<file path="src/rtl/bcg_pkg.sv">
package bcg_pkg;
  typedef logic [2:0] bl_code_t;

  localparam bl_code_t BLC_1    = 3'd0;
  localparam bl_code_t BLC_2    = 3'd1;
  localparam bl_code_t BLC_4    = 3'd2;
  localparam bl_code_t BLC_8    = 3'd3;
  localparam bl_code_t BLC_PAGE = 3'd7;

  // log2 of the fixed burst length; reserved codes collapse to one beat
  function automatic int unsigned bl_log2(input bl_code_t code);
    case (code)
      BLC_2:   return 1;
      BLC_4:   return 2;
      BLC_8:   return 3;
      default: return 0;
    endcase
  endfunction
endpackage

</file>
<file path="src/rtl/bcg_len_decode.sv">
module bcg_len_decode
  import bcg_pkg::*;
#(
  parameter int COL_W = 9
) (
  input  bl_code_t           bl_code,
  input  logic               itlv_req,
  output logic [COL_W-1:0]   wrap_mask,
  output logic               page_mode,
  output logic               itlv_eff
);
  int unsigned span_log2;

  always_comb begin
    page_mode = (bl_code == BLC_PAGE);
    span_log2 = bl_log2(bl_code);
    // interleaved order is not defined for a whole page
    itlv_eff  = itlv_req & ~page_mode;
  end

  for (genvar i = 0; i < COL_W; i++) begin : g_mask
    assign wrap_mask[i] = page_mode | (i < span_log2);
  end
endmodule

</file>
<file path="src/rtl/bcg_beat_ctrl.sv">
module bcg_beat_ctrl #(
  parameter int COL_W = 9
) (
  input  logic             clk,
  input  logic             rst_n,
  input  logic             go,
  input  logic             stop_term,
  input  logic             stop_intr,
  input  logic [COL_W-1:0] go_col,
  input  logic [COL_W-1:0] go_mask,
  input  logic             go_page,
  input  logic             go_itlv,
  output logic             busy,
  output logic [COL_W-1:0] beat_cnt,
  output logic [COL_W-1:0] anchor_col,
  output logic [COL_W-1:0] span_mask,
  output logic             page_q,
  output logic             itlv_q,
  output logic             final_beat
);
  logic             busy_d;
  logic [COL_W-1:0] beat_d;
  logic             beat_en;
  logic             cfg_en;
  logic             halt;

  always_comb begin
    final_beat = busy & ~page_q & (beat_cnt == span_mask);
    halt       = busy & (stop_term | stop_intr | final_beat);
    cfg_en     = go;
    beat_en    = go | (busy & ~halt);
    busy_d     = go | (busy & ~halt);
    beat_d     = go ? '0 : beat_cnt + 1'b1;
  end

  always_ff @(posedge clk or negedge rst_n) begin
    if (!rst_n) begin
      busy <= 1'b0;
    end else begin
      busy <= busy_d;
    end
  end

  always_ff @(posedge clk or negedge rst_n) begin
    if (!rst_n) begin
      beat_cnt <= '0;
    end else if (beat_en) begin
      beat_cnt <= beat_d;
    end
  end

  always_ff @(posedge clk or negedge rst_n) begin
    if (!rst_n) begin
      anchor_col <= '0;
      span_mask  <= '0;
      page_q     <= 1'b0;
      itlv_q     <= 1'b0;
    end else if (cfg_en) begin
      anchor_col <= go_col;
      span_mask  <= go_mask;
      page_q     <= go_page;
      itlv_q     <= go_itlv;
    end
  end
endmodule

</file>
<file path="src/rtl/bcg_col_map.sv">
module bcg_col_map #(
  parameter int COL_W = 9
) (
  input  logic [COL_W-1:0] anchor_col,
  input  logic [COL_W-1:0] beat_cnt,
  input  logic [COL_W-1:0] span_mask,
  input  logic             itlv,
  output logic [COL_W-1:0] col
);
  logic [COL_W-1:0] offset;
  logic [COL_W-1:0] seq_sum;
  logic [COL_W-1:0] xor_mix;

  always_comb begin
    offset  = anchor_col & span_mask;
    seq_sum = offset + beat_cnt;
    xor_mix = offset ^ beat_cnt;
  end

  // bits above the wrap window keep the start column; bits inside follow the order
  for (genvar i = 0; i < COL_W; i++) begin : g_bit
    assign col[i] = span_mask[i] ? (itlv ? xor_mix[i] : seq_sum[i]) : anchor_col[i];
  end
endmodule

</file>
<file path="src/rtl/sdram_burst_colgen.sv">
module sdram_burst_colgen
  import bcg_pkg::*;
#(
  parameter int COL_W = 9
) (
  input  logic             clk,
  input  logic             rst_n,
  input  logic             cmd_start_i,
  input  logic [COL_W-1:0] start_col_i,
  input  logic [2:0]       bl_code_i,
  input  logic             interleave_i,
  input  logic             burst_term_i,
  input  logic             cmd_intr_i,
  output logic [COL_W-1:0] col_o,
  output logic             col_valid_o,
  output logic             col_last_o
);
  logic             rst_meta;
  logic             rst_sync_n;
  logic [COL_W-1:0] dec_mask;
  logic             dec_page;
  logic             dec_itlv;
  logic [COL_W-1:0] beat_w;
  logic [COL_W-1:0] anchor_w;
  logic [COL_W-1:0] mask_w;
  logic             page_w;
  logic             itlv_w;

  always_ff @(posedge clk or negedge rst_n) begin
    if (!rst_n) begin
      rst_meta   <= 1'b0;
      rst_sync_n <= 1'b0;
    end else begin
      rst_meta   <= 1'b1;
      rst_sync_n <= rst_meta;
    end
  end

  bcg_len_decode #(.COL_W(COL_W)) u_dec (
    .bl_code   (bl_code_i),
    .itlv_req  (interleave_i),
    .wrap_mask (dec_mask),
    .page_mode (dec_page),
    .itlv_eff  (dec_itlv)
  );

  bcg_beat_ctrl #(.COL_W(COL_W)) u_ctrl (
    .clk        (clk),
    .rst_n      (rst_sync_n),
    .go         (cmd_start_i),
    .stop_term  (burst_term_i),
    .stop_intr  (cmd_intr_i),
    .go_col     (start_col_i),
    .go_mask    (dec_mask),
    .go_page    (dec_page),
    .go_itlv    (dec_itlv),
    .busy       (col_valid_o),
    .beat_cnt   (beat_w),
    .anchor_col (anchor_w),
    .span_mask  (mask_w),
    .page_q     (page_w),
    .itlv_q     (itlv_w),
    .final_beat (col_last_o)
  );

  bcg_col_map #(.COL_W(COL_W)) u_map (
    .anchor_col (anchor_w),
    .beat_cnt   (beat_w),
    .span_mask  (mask_w),
    .itlv       (itlv_w),
    .col        (col_o)
  );
endmodule

</file>
<file path="config.mk">
export PLATFORM = sky130hd
export DESIGN_NAME = sdram_burst_colgen
export DESIGN_NICKNAME = d
export VERILOG_FILES = /design/src/rtl/bcg_pkg.sv /design/src/rtl/bcg_len_decode.sv /design/src/rtl/bcg_beat_ctrl.sv /design/src/rtl/bcg_col_map.sv /design/src/rtl/sdram_burst_colgen.sv
export SDC_FILE = /design/constraint.sdc
export NUM_CORES = 1
export LEC_CHECK = 0
export BUFFER_PORTS_ARGS = -buffer_cell sky130_fd_sc_hd__buf_4
export CORE_MARGIN = 5
export CORE_UTILIZATION = 40
export CTS_CLUSTER_DIAMETER = 50
export CTS_CLUSTER_SIZE = 14
export DETAILED_ROUTE_END_ITERATION = 10
export HOLD_SLACK_MARGIN = 0.05
export SYNTH_ARGS = -nofsm -noshare
export SYNTH_HDL_FRONTEND = slang
export SYNTH_SLANG_ARGS = --single-unit
</file>
<file path="constraint.sdc">
create_clock -name clk -period 2.85 [get_ports clk]
set_clock_uncertainty 0.2 [all_clocks]
set_input_delay 0.1425 -clock clk [delete_from_list [all_inputs] [get_ports clk]]
set_output_delay 0.1425 -clock clk [all_outputs]
set_load 0.005 [all_outputs]
</file>
==> impl_results.rst <==
.. list-table::
   :header-rows: 1

   * - Metric
     - Value
   * - Result of the run
     - completed
   * - Post-detailed-route wirelength per cell
     - 13.8 microns
   * - Post-Route Setup TNS
     - 0 ns
   * - Detailed-route vias per instance
     - 5.09
   * - Global-route wire length before repair
     - 6240 microns
   * - List of cells traversed by the critical path
     - and2_1, ha_2, fa_2, a211oi_2, o21bai_1, a32o_1, nor2_2, xnor2_1, buf_4
   * - Post-placement worst setup slack
     - 0.193 ns
   * - Syn Nets
     - 200
   * - Pin count of the biggest net entering global routing
     - 30
   * - Setup repair after global routing missed its margin
     - yes
   * - Startpoint types
     - flip-flop
   * - Commonest cells after routing, fill and taps aside
     - 32 x sky130_fd_sc_hd__buf_4, 25 x sky130_fd_sc_hd__dfrtp_1, 19 x sky130_fd_sc_hd__dlygate4sd3_1
   * - Internal reg-to-reg setup slack
     - 0.64 ns
   * - Kind of cell with the highest combined delay on the critical path
     - compound AO/OA/AOI/OAI gates
   * - Number of hold violations in the final report
     - 0
   * - Power per unit of standard cell area
     - 402 nW/um^2
   * - Area of the die
     - 5610 sq um
   * - Port Buffers
     - 28
   * - CP Class
     - reg2out
   * - DR DRC count
     - 0
   * - Data arrival, critical path
     - 2.41 ns
   * - Post-synthesis cell area
     - 1680 sq um
   * - Maximum VDD drop
     - 221 uV
   * - Post-Synthesis Mean Instance Area
     - 9.79 sq um
   * - Via count of the first global-routing pass
     - 1392
   * - Ports
     - 29
   * - Global-route congestion overflow total
     - 0
   * - Vias after detailed routing
     - 1385
   * - Gr usage total
     - 14.4%
   * - Global placer's final weighted congestion
     - 0.817
   * - Slew of the pin with the lowest slew margin
     - 0.990 ns
   * - Clock sink count
     - 26
   * - Proportion of synthesized chip area in sequential cells
     - 38.6%
   * - Standard cell core area
     - 4030 sq um
   * - Width of the chip
     - 74.9 microns
   * - Highest achievable clock rate
     - 364 MHz
   * - Relative max-transition margin
     - 34.0%
   * - Slowest CP cell
     - sky130_fd_sc_hd__dfrtp_1
   * - Number of DRC violations after detailed-routing iteration 0
     - 84
   * - Number of nets in the final layout
     - 251
   * - Std-Cell Rows
     - 23
   * - Clock period minus worst slack
     - 2.75 ns
   * - Seq cells post-synth
     - 26
   * - Antenna Violating Nets Remaining
     - 0
   * - Number of iterations in the first detailed-routing pass
     - 4
   * - Clock-pin transition on the worst setup and hold timing paths
     - 0.09 ns
   * - Yosys warning total
     - 0
   * - Longest Clk Path Bufs
     - 2
   * - Max-capacitance violation count
     - 0
   * - Clock tree from TritonCTS
     - yes
   * - Most common library cell in the layout ignoring fill and taps
     - sky130_fd_sc_hd__buf_4
   * - Class of the tightest hold or removal check
     - in2reg
   * - Drt total wl
     - 3750 microns
   * - Total leakage power
     - 1.02 nW
   * - Distinct cell type count after synthesis
     - 42
   * - Die height
     - 74.9 microns
   * - Final count of negative-setup-slack endpoints
     - 0
   * - Number of levels in the clock H-tree
     - 1
   * - Starting utilization of the core area
     - 41.8%
   * - Fillcell total
     - 370
   * - Total CTS buffers
     - 3
   * - Clock insertion delay at the later pin of the skew report
     - 0.27 ns
   * - Antenna diode count
     - 0
   * - Gate Count Post-Synth
     - 172
   * - Data required time of the worst path
     - 2.51 ns
   * - Half-perimeter wire length after detailed placement
     - 2670 microns
   * - Root cell of the clock tree
     - sky130_fd_sc_hd__clkbuf_8
   * - Layout overhead on the synthesized area
     - 34.6%
   * - Ratio of final minimum period to clock period
     - 96.5%
   * - Share of cells above drive strength 1
     - 23.0%
   * - Number of antenna violations at the first check in global routing
     - 0
   * - Number of pins exceeding their max-slew limit in the final report
     - 0
   * - Number of buffer and inverter stages on the critical path
     - 1
   * - Capturing element type of the critical path
     - primary output
   * - Crit path largest cell delay
     - 0.43 ns
   * - Max Fanout on Critical Path
     - 4
   * - Worst setup margin
     - 0.101 ns
==> state kept, by name (all words and copies together) (netlist names) <==
register and cells:
u_ctrl.busy 1, rst_meta 1, rst_sync_n 1, u_ctrl.anchor_col 9, u_ctrl.beat_cnt 9, u_ctrl.span_mask 4
u_ctrl.itlv_q 1
==> cell usage after synthesis <==
master / number / share of area (%)
sky130_fd_sc_hd__dfrtp_1: 26 / 39
sky130_fd_sc_hd__nor2_1: 19 / 4.2
sky130_fd_sc_hd__a21oi_1: 11 / 3.3
sky130_fd_sc_hd__mux2_1: 10 / 6.7
sky130_fd_sc_hd__xnor2_1: 10 / 5.2
sky130_fd_sc_hd__ha_1: 9 / 6.7
sky130_fd_sc_hd__and2_1: 8 / 3.0
sky130_fd_sc_hd__inv_1: 7 / 1.6
sky130_fd_sc_hd__nand3_1: 5 / 1.5
sky130_fd_sc_hd__o21ai_0: 5 / 1.5
sky130_fd_sc_hd__o21ai_1: 5 / 1.5
sky130_fd_sc_hd__clkbuf_1: 4 / 0.89
sky130_fd_sc_hd__nand2_1: 4 / 0.89
sky130_fd_sc_hd__or3_1: 4 / 1.5
sky130_fd_sc_hd__xor2_1: 4 / 2.1
sky130_fd_sc_hd__and3_1: 3 / 1.1
sky130_fd_sc_hd__mux2i_1: 3 / 1.8
sky130_fd_sc_hd__o211ai_1: 3 / 1.3
sky130_fd_sc_hd__o21bai_1: 3 / 1.3
sky130_fd_sc_hd__a21o_1: 2 / 0.89
sky130_fd_sc_hd__buf_2: 2 / 0.59
sky130_fd_sc_hd__nand2b_1: 2 / 0.74
sky130_fd_sc_hd__nand3_2: 2 / 1.2
sky130_fd_sc_hd__nor2b_1: 2 / 0.74
sky130_fd_sc_hd__or4_1: 2 / 0.89
sky130_fd_sc_hd__a211oi_1: 1 / 0.45
sky130_fd_sc_hd__a221o_1: 1 / 0.59
sky130_fd_sc_hd__a22o_1: 1 / 0.52
sky130_fd_sc_hd__a31oi_1: 1 / 0.37
sky130_fd_sc_hd__a32o_1: 1 / 0.59
sky130_fd_sc_hd__conb_1: 1 / 0.22
sky130_fd_sc_hd__fa_1: 1 / 1.2
sky130_fd_sc_hd__maj3_1: 1 / 0.59
sky130_fd_sc_hd__mux2_2: 1 / 0.67
sky130_fd_sc_hd__nand3b_1: 1 / 0.45
sky130_fd_sc_hd__nand4_1: 1 / 0.37
sky130_fd_sc_hd__nor2b_4: 1 / 0.82
sky130_fd_sc_hd__nor3_1: 1 / 0.30
sky130_fd_sc_hd__nor3b_4: 1 / 1.1
sky130_fd_sc_hd__nor4_1: 1 / 0.37
sky130_fd_sc_hd__nor4_2: 1 / 0.74
sky130_fd_sc_hd__o21ai_4: 1 / 0.97
==> path summary, 6_finish.rpt <==
path	end	start	cells past startpoint
worst max-delay path	col_o[8]	u_ctrl.span_mask[0]$_DFFE_PN0P_	9
worst min-delay path	u_ctrl.beat_cnt[2]$_DFFE_PN0P_	cmd_start_i	2
worst max register to register	u_ctrl.beat_cnt[4]$_DFFE_PN0P_	u_ctrl.busy$_DFF_PN0_	5
worst min register to register	rst_sync_n$_DFF_PN0_	rst_meta$_DFF_PN0_	0
max in group asynchronous	u_ctrl.span_mask[7]$_DFFE_PN0P_	rst_sync_n$_DFF_PN0_	0
min in group asynchronous	u_ctrl.beat_cnt[0]$_DFFE_PN0P_	rst_sync_n$_DFF_PN0_	0
==> layout make-up <==
cell class	instances	area, sq um	area share, %
Multi-Input combinational cell	133	1020	45.0
Clock inverter	1	30.0	1.32
Clock buffer	3	41.3	1.82
Sequential cell	26	652	28.8
Tap cell	50	62.6	2.76
Timing Repair Buffer	52	435	19.2
Inverter	7	26.3	1.16
==> per-stage QoR <==
stage	util, %	cells	total power [mW]	area, sq um	hold WS, ns
2_1_floorplan	-	172	0.508	1680	-0.353
3_3_place_gp	48.1	245	0.578	1940	-0.275
3_5_place_dp	48.1	245	0.584	1940	-0.275
4_1_cts	54.8	268	0.919	2210	0.0509
5_1_grt	56.3	272	0.961	2270	0.0570
6_report	56.3	272	0.912	2270	0.0527
==> power breakdown <==
part	switching (mW)	internal (mW)	total, mW
Sequential	0.0292	0.392	0.421
Clock	0.125	0.188	0.313
Combinational	0.0722	0.106	0.178
Total	0.226	0.685	0.912
==> logic make-up (layout without fill, tap and decap cells) <==
logic type               Yosys count  in the layout  share of synthesized area, %
AND/OR/NAND/NOR                   58             58                          19.9
AO/OA/AOI/OAI                     35             35                          13.3
buffers and inverters             13             63                          3.05
XOR/XNOR                          14             14                          7.28
adder cells (fa/ha/maj)           11             11                          8.47
multiplexers                      14             14                          9.14
other                              1              1                         0.223
flip-flops                        26             26                          38.6
==> worst register-to-register path: stages, from the launching register on <==
cell and delay (ns):
sky130_fd_sc_hd__dfrtp_1 0.39, sky130_fd_sc_hd__nor3b_4 0.27, sky130_fd_sc_hd__dlygate4sd3_1 0.66, sky130_fd_sc_hd__o21ai_4 0.11, sky130_fd_sc_hd__or4_1 0.46, sky130_fd_sc_hd__nand2_1 0.08
==> routing by layer <==
metal,routed length (microns),track usage [%],up-vias
met2,1870,26.3,27
met5,0,0,-
met4,52,4.15,0
met1,1700,17.5,645
li1,-,-,709
met3,122,2.14,4
==> what timing repair did <==
| item | CTS | global route |
|---|---|---|
| pin swaps | 1 | 7 |
| buffers inserted | 0 | 4 |
| gates resized for setup | 3 | 5 |
| endpoints found under the setup margin | 3 | 3 |
| hold buffers | 19 | 0 |
| endpoints found under the hold margin | 16 | 0 |
No activity file was read; power rests on OpenSTA's default activity.
